--- config.mk ---
export PLATFORM = sky130hd
export DESIGN_NAME = unit_renamer
export DESIGN_NICKNAME = d
export VERILOG_FILES = /design/src/rtl/rn_pkg.sv /design/src/rtl/rn_slot_pool.sv /design/src/rtl/rn_map_table.sv /design/src/rtl/unit_renamer.sv
export SDC_FILE = /design/constraint.sdc
export NUM_CORES = 1
export LEC_CHECK = 0
export CAP_MARGIN = 20
export CORE_AREA = 2 2 160 201
export DETAILED_ROUTE_END_ITERATION = 8
export DIE_AREA = 0 0 162 203
export PLACE_DENSITY = 0.94
export SLEW_MARGIN = 0
export SYNTH_ARGS = -nofsm -noshare
export SYNTH_HDL_FRONTEND = slang
export SYNTH_HIERARCHICAL = 1
export SYNTH_SLANG_ARGS = --single-unit
export TNS_END_PERCENT = 30
--- constraint.sdc ---
create_clock -name clk -period 17.3 [get_ports clk]
set_input_delay 4.325 -clock clk [delete_from_list [all_inputs] [get_ports clk]]
set_output_delay 4.325 -clock clk [all_outputs]
set_load 0.005 [all_outputs]
--- src/rtl/rn_pkg.sv ---
package rn_pkg;
    localparam int UNIT_W = 4;
    localparam int SLOT_W = 4;
    localparam int ADDR_W = UNIT_W + SLOT_W;

    typedef enum logic [2:0] {
        ST_IDLE,
        ST_SPILL,
        ST_FILL_A,
        ST_FILL_B,
        ST_ISSUE,
        ST_STALL
    } step_e;

    typedef enum logic [1:0] {
        OPK_NONE  = 2'd0,
        OPK_SPILL = 2'd1,
        OPK_FILL  = 2'd2,
        OPK_INSTR = 2'd3
    } op_kind_e;

    typedef struct packed {
        logic              valid;
        logic              spilled;
        logic [ADDR_W-1:0] addr;
    } map_ent_t;
endpackage

--- src/rtl/rn_slot_pool.sv ---
module rn_slot_pool #(
    parameter  int SLOTS = 16,
    localparam int CNT_W = $clog2(SLOTS + 1)
) (
    input  logic             clk,
    input  logic             rst_n,
    input  logic             alloc_en,
    input  logic             rel_en,
    input  logic [3:0]       rel_idx,
    input  logic             rt_en,
    input  logic [3:0]       rt_idx,
    input  logic             fr_en,
    input  logic [3:0]       fr_idx,
    output logic [SLOTS-1:0] busy_o,
    output logic [SLOTS-1:0] done_o,
    output logic [3:0]       free_idx_o,
    output logic [CNT_W-1:0] free_cnt_o
);
    logic [SLOTS-1:0] busy_q, done_q;

    // lowest free slot: scan downwards so the smallest index wins
    always_comb begin
        free_idx_o = '0;
        for (int i = SLOTS - 1; i >= 0; i--) begin
            if (!busy_q[i]) free_idx_o = 4'(i);
        end
        free_cnt_o = CNT_W'($countones(~busy_q));
    end

    always_ff @(posedge clk) begin
        if (!rst_n) begin
            busy_q <= '0;
            done_q <= '0;
        end else begin
            for (int i = 0; i < SLOTS; i++) begin
                if ((fr_en && fr_idx == 4'(i)) || (rel_en && rel_idx == 4'(i))) begin
                    busy_q[i] <= 1'b0;
                    done_q[i] <= 1'b0;
                end else if (alloc_en && free_idx_o == 4'(i)) begin
                    busy_q[i] <= 1'b1;
                    done_q[i] <= 1'b0;
                end else if (rt_en && rt_idx == 4'(i) && busy_q[i]) begin
                    done_q[i] <= 1'b1;
                end
            end
        end
    end

    assign busy_o = busy_q;
    assign done_o = done_q;
endmodule

--- src/rtl/rn_map_table.sv ---
module rn_map_table
    import rn_pkg::*;
#(
    parameter  int ISA_REGS = 8,
    localparam int RW       = $clog2(ISA_REGS)
) (
    input  logic                         clk,
    input  logic                         rst_n,
    input  logic                         wr_en,
    input  logic [RW-1:0]                wr_reg,
    input  map_ent_t                     wr_ent,
    input  logic                         inv_en,
    input  logic [ADDR_W-1:0]            inv_addr,
    output map_ent_t [ISA_REGS-1:0]      ent_o
);
    map_ent_t [ISA_REGS-1:0] tab_q;

    always_ff @(posedge clk) begin
        if (!rst_n) begin
            tab_q <= '0;
        end else begin
            for (int r = 0; r < ISA_REGS; r++) begin
                if (wr_en && wr_reg == RW'(r)) begin
                    tab_q[r] <= wr_ent;
                end else if (inv_en && tab_q[r].valid && !tab_q[r].spilled &&
                             tab_q[r].addr == inv_addr) begin
                    tab_q[r].valid <= 1'b0;
                end
            end
        end
    end

    assign ent_o = tab_q;
endmodule

--- src/rtl/unit_renamer.sv ---
module unit_renamer
    import rn_pkg::*;
#(
    parameter  int NUM_UNITS = 4,
    parameter  int SLOTS     = 16,
    parameter  int ISA_REGS  = 8,
    localparam int RW        = $clog2(ISA_REGS)
) (
    input  logic          clk,
    input  logic          rst_n,
    input  logic          in_valid,
    output logic          in_ready,
    input  logic [3:0]    in_unit,
    input  logic          in_dst_en,
    input  logic [RW-1:0] in_dst,
    input  logic          in_a_en,
    input  logic [RW-1:0] in_a,
    input  logic          in_b_en,
    input  logic [RW-1:0] in_b,
    input  logic          rt_valid,
    input  logic [7:0]    rt_addr,
    input  logic          fr_valid,
    input  logic [7:0]    fr_addr,
    output logic          op_valid,
    output logic [1:0]    op_kind,
    output logic [7:0]    op_addr,
    output logic [RW-1:0] op_isa,
    output logic [7:0]    op_a,
    output logic          op_a_ok,
    output logic [7:0]    op_b,
    output logic          op_b_ok,
    output logic          op_dst_en
);
    localparam int CNT_W = $clog2(SLOTS + 1);

    logic [SLOTS-1:0] busy_w [NUM_UNITS];
    logic [SLOTS-1:0] done_w [NUM_UNITS];
    logic [3:0]       fidx_w [NUM_UNITS];
    logic [CNT_W-1:0] fcnt_w [NUM_UNITS];

    map_ent_t [ISA_REGS-1:0] tab;
    step_e                   step;

    logic [SLOTS-1:0] sel_busy, sel_done, mapped, cand;
    logic [3:0]       sel_fidx, vic_idx;
    logic [CNT_W-1:0] sel_cnt, need;
    logic             vic_any, fill_a, fill_b, alloc_go;
    logic [RW-1:0]    vic_reg;
    logic             tw_en;
    logic [RW-1:0]    tw_reg;
    map_ent_t         tw_ent;

    // per-unit slot pools
    for (genvar gu = 0; gu < NUM_UNITS; gu++) begin : g_unit
        rn_slot_pool #(.SLOTS(SLOTS)) u_pool (
            .clk        (clk),
            .rst_n      (rst_n),
            .alloc_en   (alloc_go && in_unit == 4'(gu)),
            .rel_en     (step == ST_SPILL && in_unit == 4'(gu)),
            .rel_idx    (vic_idx),
            .rt_en      (rt_valid && rt_addr[3:0] == 4'(gu)),
            .rt_idx     (rt_addr[7:4]),
            .fr_en      (fr_valid && fr_addr[3:0] == 4'(gu)),
            .fr_idx     (fr_addr[7:4]),
            .busy_o     (busy_w[gu]),
            .done_o     (done_w[gu]),
            .free_idx_o (fidx_w[gu]),
            .free_cnt_o (fcnt_w[gu])
        );
    end

    rn_map_table #(.ISA_REGS(ISA_REGS)) u_map (
        .clk      (clk),
        .rst_n    (rst_n),
        .wr_en    (tw_en),
        .wr_reg   (tw_reg),
        .wr_ent   (tw_ent),
        .inv_en   (fr_valid),
        .inv_addr (fr_addr),
        .ent_o    (tab)
    );

    // view of the chosen unit
    always_comb begin
        sel_busy = '0;
        sel_done = '0;
        sel_fidx = '0;
        sel_cnt  = '0;
        for (int u = 0; u < NUM_UNITS; u++) begin
            if (in_unit == 4'(u)) begin
                sel_busy = busy_w[u];
                sel_done = done_w[u];
                sel_fidx = fidx_w[u];
                sel_cnt  = fcnt_w[u];
            end
        end
    end

    // victim search: lowest complete slot still holding a live mapping
    always_comb begin
        mapped = '0;
        for (int r = 0; r < ISA_REGS; r++) begin
            for (int s = 0; s < SLOTS; s++) begin
                if (tab[r].valid && !tab[r].spilled && tab[r].addr == {4'(s), in_unit})
                    mapped[s] = 1'b1;
            end
        end
        cand    = sel_busy & sel_done & mapped;
        vic_any = |cand;
        vic_idx = '0;
        for (int s = SLOTS - 1; s >= 0; s--) begin
            if (cand[s]) vic_idx = 4'(s);
        end
        vic_reg = '0;
        for (int r = 0; r < ISA_REGS; r++) begin
            if (tab[r].valid && !tab[r].spilled && tab[r].addr == {vic_idx, in_unit})
                vic_reg = RW'(r);
        end
    end

    // step decision
    always_comb begin
        fill_a = in_a_en && tab[in_a].valid && tab[in_a].spilled;
        fill_b = in_b_en && tab[in_b].valid && tab[in_b].spilled;
        need   = CNT_W'(1) + CNT_W'(fill_a) + CNT_W'(fill_b && !(fill_a && in_a == in_b));
        if (!in_valid)          step = ST_IDLE;
        else if (sel_cnt < need) step = vic_any ? ST_SPILL : ST_STALL;
        else if (fill_a)        step = ST_FILL_A;
        else if (fill_b)        step = ST_FILL_B;
        else                    step = ST_ISSUE;
    end

    assign alloc_go = (step == ST_FILL_A) || (step == ST_FILL_B) || (step == ST_ISSUE);
    assign in_ready = (step == ST_ISSUE);

    // mapping update for the chosen step
    always_comb begin
        tw_en  = 1'b0;
        tw_reg = '0;
        tw_ent = '0;
        unique case (step)
            ST_SPILL: begin
                tw_en  = 1'b1;
                tw_reg = vic_reg;
                tw_ent = '{valid: 1'b1, spilled: 1'b1, addr: '0};
            end
            ST_FILL_A, ST_FILL_B: begin
                tw_en  = 1'b1;
                tw_reg = (step == ST_FILL_A) ? in_a : in_b;
                tw_ent = '{valid: 1'b1, spilled: 1'b0, addr: {sel_fidx, in_unit}};
            end
            ST_ISSUE: begin
                tw_en  = in_dst_en;
                tw_reg = in_dst;
                tw_ent = '{valid: 1'b1, spilled: 1'b0, addr: {sel_fidx, in_unit}};
            end
            ST_IDLE, ST_STALL: ;
            default: ;
        endcase
    end

    // registered operation port
    always_ff @(posedge clk) begin
        if (!rst_n) begin
            op_valid  <= 1'b0;
            op_kind   <= OPK_NONE;
            op_addr   <= '0;
            op_isa    <= '0;
            op_a      <= '0;
            op_a_ok   <= 1'b0;
            op_b      <= '0;
            op_b_ok   <= 1'b0;
            op_dst_en <= 1'b0;
        end else begin
            op_valid  <= 1'b0;
            op_kind   <= OPK_NONE;
            op_a      <= '0;
            op_a_ok   <= 1'b0;
            op_b      <= '0;
            op_b_ok   <= 1'b0;
            op_dst_en <= 1'b0;
            unique case (step)
                ST_SPILL: begin
                    op_valid <= 1'b1;
                    op_kind  <= OPK_SPILL;
                    op_addr  <= {vic_idx, in_unit};
                    op_isa   <= vic_reg;
                end
                ST_FILL_A, ST_FILL_B: begin
                    op_valid <= 1'b1;
                    op_kind  <= OPK_FILL;
                    op_addr  <= {sel_fidx, in_unit};
                    op_isa   <= (step == ST_FILL_A) ? in_a : in_b;
                end
                ST_ISSUE: begin
                    op_valid  <= 1'b1;
                    op_kind   <= OPK_INSTR;
                    op_addr   <= {sel_fidx, in_unit};
                    op_isa    <= in_dst;
                    op_dst_en <= in_dst_en;
                    if (in_a_en && tab[in_a].valid && !tab[in_a].spilled) begin
                        op_a    <= tab[in_a].addr;
                        op_a_ok <= 1'b1;
                    end
                    if (in_b_en && tab[in_b].valid && !tab[in_b].spilled) begin
                        op_b    <= tab[in_b].addr;
                        op_b_ok <= 1'b1;
                    end
                end
                ST_IDLE, ST_STALL: ;
                default: ;
            endcase
        end
    end
endmodule

==> results.yml <==
route:
  drc: 0
  wl_per_cell_um: 28.3
  num_vias: 21800
  final_antenna_net_count: 0
  drt_iter0_drc: 3506
  totalWireLength_um: 82300
  drtPass1Iterations: 8
  vias_per_cell: 7.47
timing:
  fin_skew_ns: 0.0133
  fmax_mhz: 79.6
  finalSetupViolCount: 0
  setup-tns-final_ns: 0
  tightest_slew_ns: 1.05
  hold_viol: 0
  rsz0062_at_grt: "no"
  fin_crit_ns: 12.57
  timing.hold.ws_ns: 0.454
  fin_crit_sh: 0.727
  slew_headroom: 0.292
  slew_violations: 0
global_route:
  grt_util_all_layers: 0.486
  grt-ovfl-total: 0
  antenna_found_initial: 3
  grt_pass1_vias: 20800
  grt_pass1_wl_um: 122000
  grt_max_degree: 92
synth:
  synth_cells: 2492
  synth.distinct_cells: 120
  yosys-top-cells-count: "nand2_1, dfxtp_1, nor2_1"
  syn_avg_cell_area_um2: 8.00
  synthFlopType: "dfxtp_1"
  syn_nets: 2602
  syn_area_um2: 19900
  yosys.area.top_type_share: 0.242
  synth_edf_count: 0
  yosysSeqAreaShare: 0.242
  synth.most_common_cell: "nand2_1"
  yosys-top-cells-area: "dfxtp_1, nand2_1, mux4_2"
  yosys_warnings: 6
  async_reset_ff_frac: 0
  yosysTopAreaCell: "dfxtp_1"
  ys_seq_elements: 241
place:
  placed_cells: 2858
  hpwl_um: 60100
  io_buffers: 70
  placed_area_um2: 20600
  gp_congestion: 1.09
clock_network:
  cts_sinks: 241
  cts_tree: "yes"
  clk_latency_ns: 0.59
  cts_made_buffers: 27
  cts_resized: 0
  clk_pin_slew_worst_paths_ns: 0.06
  cts-root-buf: "clkbuf_16"
  cts_hold_buf: 0
  post_cts_buffers: 0
  clk_path_buf_depth: 3
  htreeDepth: 1
setup_path:
  critPathRequiredTime_ns: 12.98
  cp_data_arrival_time_ns: 8.24
  end_kind: "output pin"
  cp-start-kind: "input pin"
  path_class: "in2out"
  worst-path-max-fanout: 22
cells_and_area:
  finalInstanceArea_um2: 21600
  layout.cells.non_filler: 2911
  nets: 2592
  finish.utilization: 0.701
  syn_to_final_growth_pct: 8.29
  final_layout_size_suffix_gt1_frac: 0.107
floorplan:
  die_w_um: 162
  start_util: 0.647
  core-area_um2: 30800
  rows: 72
  die_h_um: 203
  dieArea_um2: 32900
  io_pins: 71
status:
  status: "finished clean"
worst_hold_path:
  hp-class: "reg2reg"
job:
  maxCapViolations: 0
pwr:
  power_leakage_nw: 6.93
  power_density_nw_per_um2: 59.9
  max-vdd-ir-drop_v: 0.0000822
-- registers in the layout, indices dropped and copies added (netlist names) --
register / count
g_unit.u_pool/busy_o: 64
g_unit.u_pool/done_o: 64
op_a: 8
op_a_ok: 1
op_addr: 8
op_b: 8
op_b_ok: 1
op_dst_en: 1
op_isa: 3
op_kind: 2
op_valid: 1
u_map/ent_o: 80
-- worst max-delay path, cell delays in order --
cell and delay, ns:
clkdlybuf4s50_1 1.13, mux4_2 0.43, mux2_2 0.31, nand3_1 0.24
and2_1 0.33, ha_1 0.20, a211o_1 0.09, a21oi_1 0.05
nor2b_1 0.15, buf_4 0.22, and2_1 0.22, clkdlybuf4s50_1 0.53
-- per-layer routing --
layer,vias to the layer above,part of all wire,wire (um),GRT usage
met5,-,0.00052,43,0
met4,6,0.12,9960,0.460
met3,680,0.12,9740,0.121
met2,1953,0.45,36900,0.780
met1,9964,0.31,25700,0.521
li1,9154,-,-,-
-- final cells by class --
type                       instances  area, um^2
fill                            2503        9220
inverter                         114         433
timing repair buffer             101         916
antenna                            1        2.50
tap                              407         509
clock inverter                    16         228
multi-input combinational       1997       14000
clock buffer                      34         722
sequential                       241        4820
-- worst paths after layout --
path | to | slack, ns | cells after the start | startpoint
worst max-delay path | in_ready | 4.73 | 12 | in_b[1]
worst max register to register | u_map/ent_o[61]$_SDFFE_PN0P_ | 8.79 | 25 | g_unit[3].u_pool/busy_o[9]$_SDFFE_PP0P_
worst min register to register | op_addr[1]$_SDFFE_PN0P_ | 0.45 | 2 | op_addr[1]$_SDFFE_PN0P_
worst min-delay path | op_addr[1]$_SDFFE_PN0P_ | 0.45 | 2 | op_addr[1]$_SDFFE_PN0P_
-- layout by cell type (no fill, tap or decap), drive strengths merged, types with 10 or more instances in the layout --
cell           synthesis  layout
fa                    36      36
and2                  20      20
nor3b                 34      34
and3                  50      50
buf                   70      33
dfxtp                241     241
clkdlybuf4s50          0      67
a32oi                 12      12
nor3                 115     115
mux2i                 28      28
a21boi                80      80
xor2                  13      13
nor2b                 60      60
a41oi                 13      13
clkbuf                70      35
a31oi                 73      73
nand2                355     355
a211oi                27      27
nor4                  74      74
o21a                  16      16
nand3                127     127
ha                    37      37
nor2                 145     145
nand3b                17      17
mux4                  46      46
o21ai                 87      87
nand4                 45      45
xnor2                105     105
o211ai                38      38
a21oi                119     119
a221oi                14      14
a21o                  10      10
inv                  113     118
nand2b                33      33
or3                   12      12
a311oi                20      20
-- per-stage QoR --
| step | total power, mW | setup slack [ns] |
|---|---|---|
| final | 1.29 | 4.73 |
| after global routing | 1.32 | 4.59 |
| after CTS | 1.29 | 4.85 |
| after detailed placement | 0.676 | 4.89 |
| after global placement | 0.675 | 5.01 |
| after floorplan | 0.637 | 5.85 |
-- cells by family after synthesis --
group | share of synthesized area
adders and majority gates | 0.0594
xor gates and xnor gates | 0.0526
buffers and inverters | 0.0584
DFF | 0.242
and+or+nand+nor | 0.301
muxes | 0.0688
AOI/OAI and AO/OA | 0.218
-- power by group --
group	leakage, nW	total (mW)	switching (mW)	internal [mW]
registers	1.94	0.557	0.000977	0.556
logic	4.54	0.113	0.0752	0.0382
clock network	0.455	0.623	0.262	0.361
total	6.93	1.29	0.338	0.955
No activity file was read; power rests on OpenSTA's default activity.
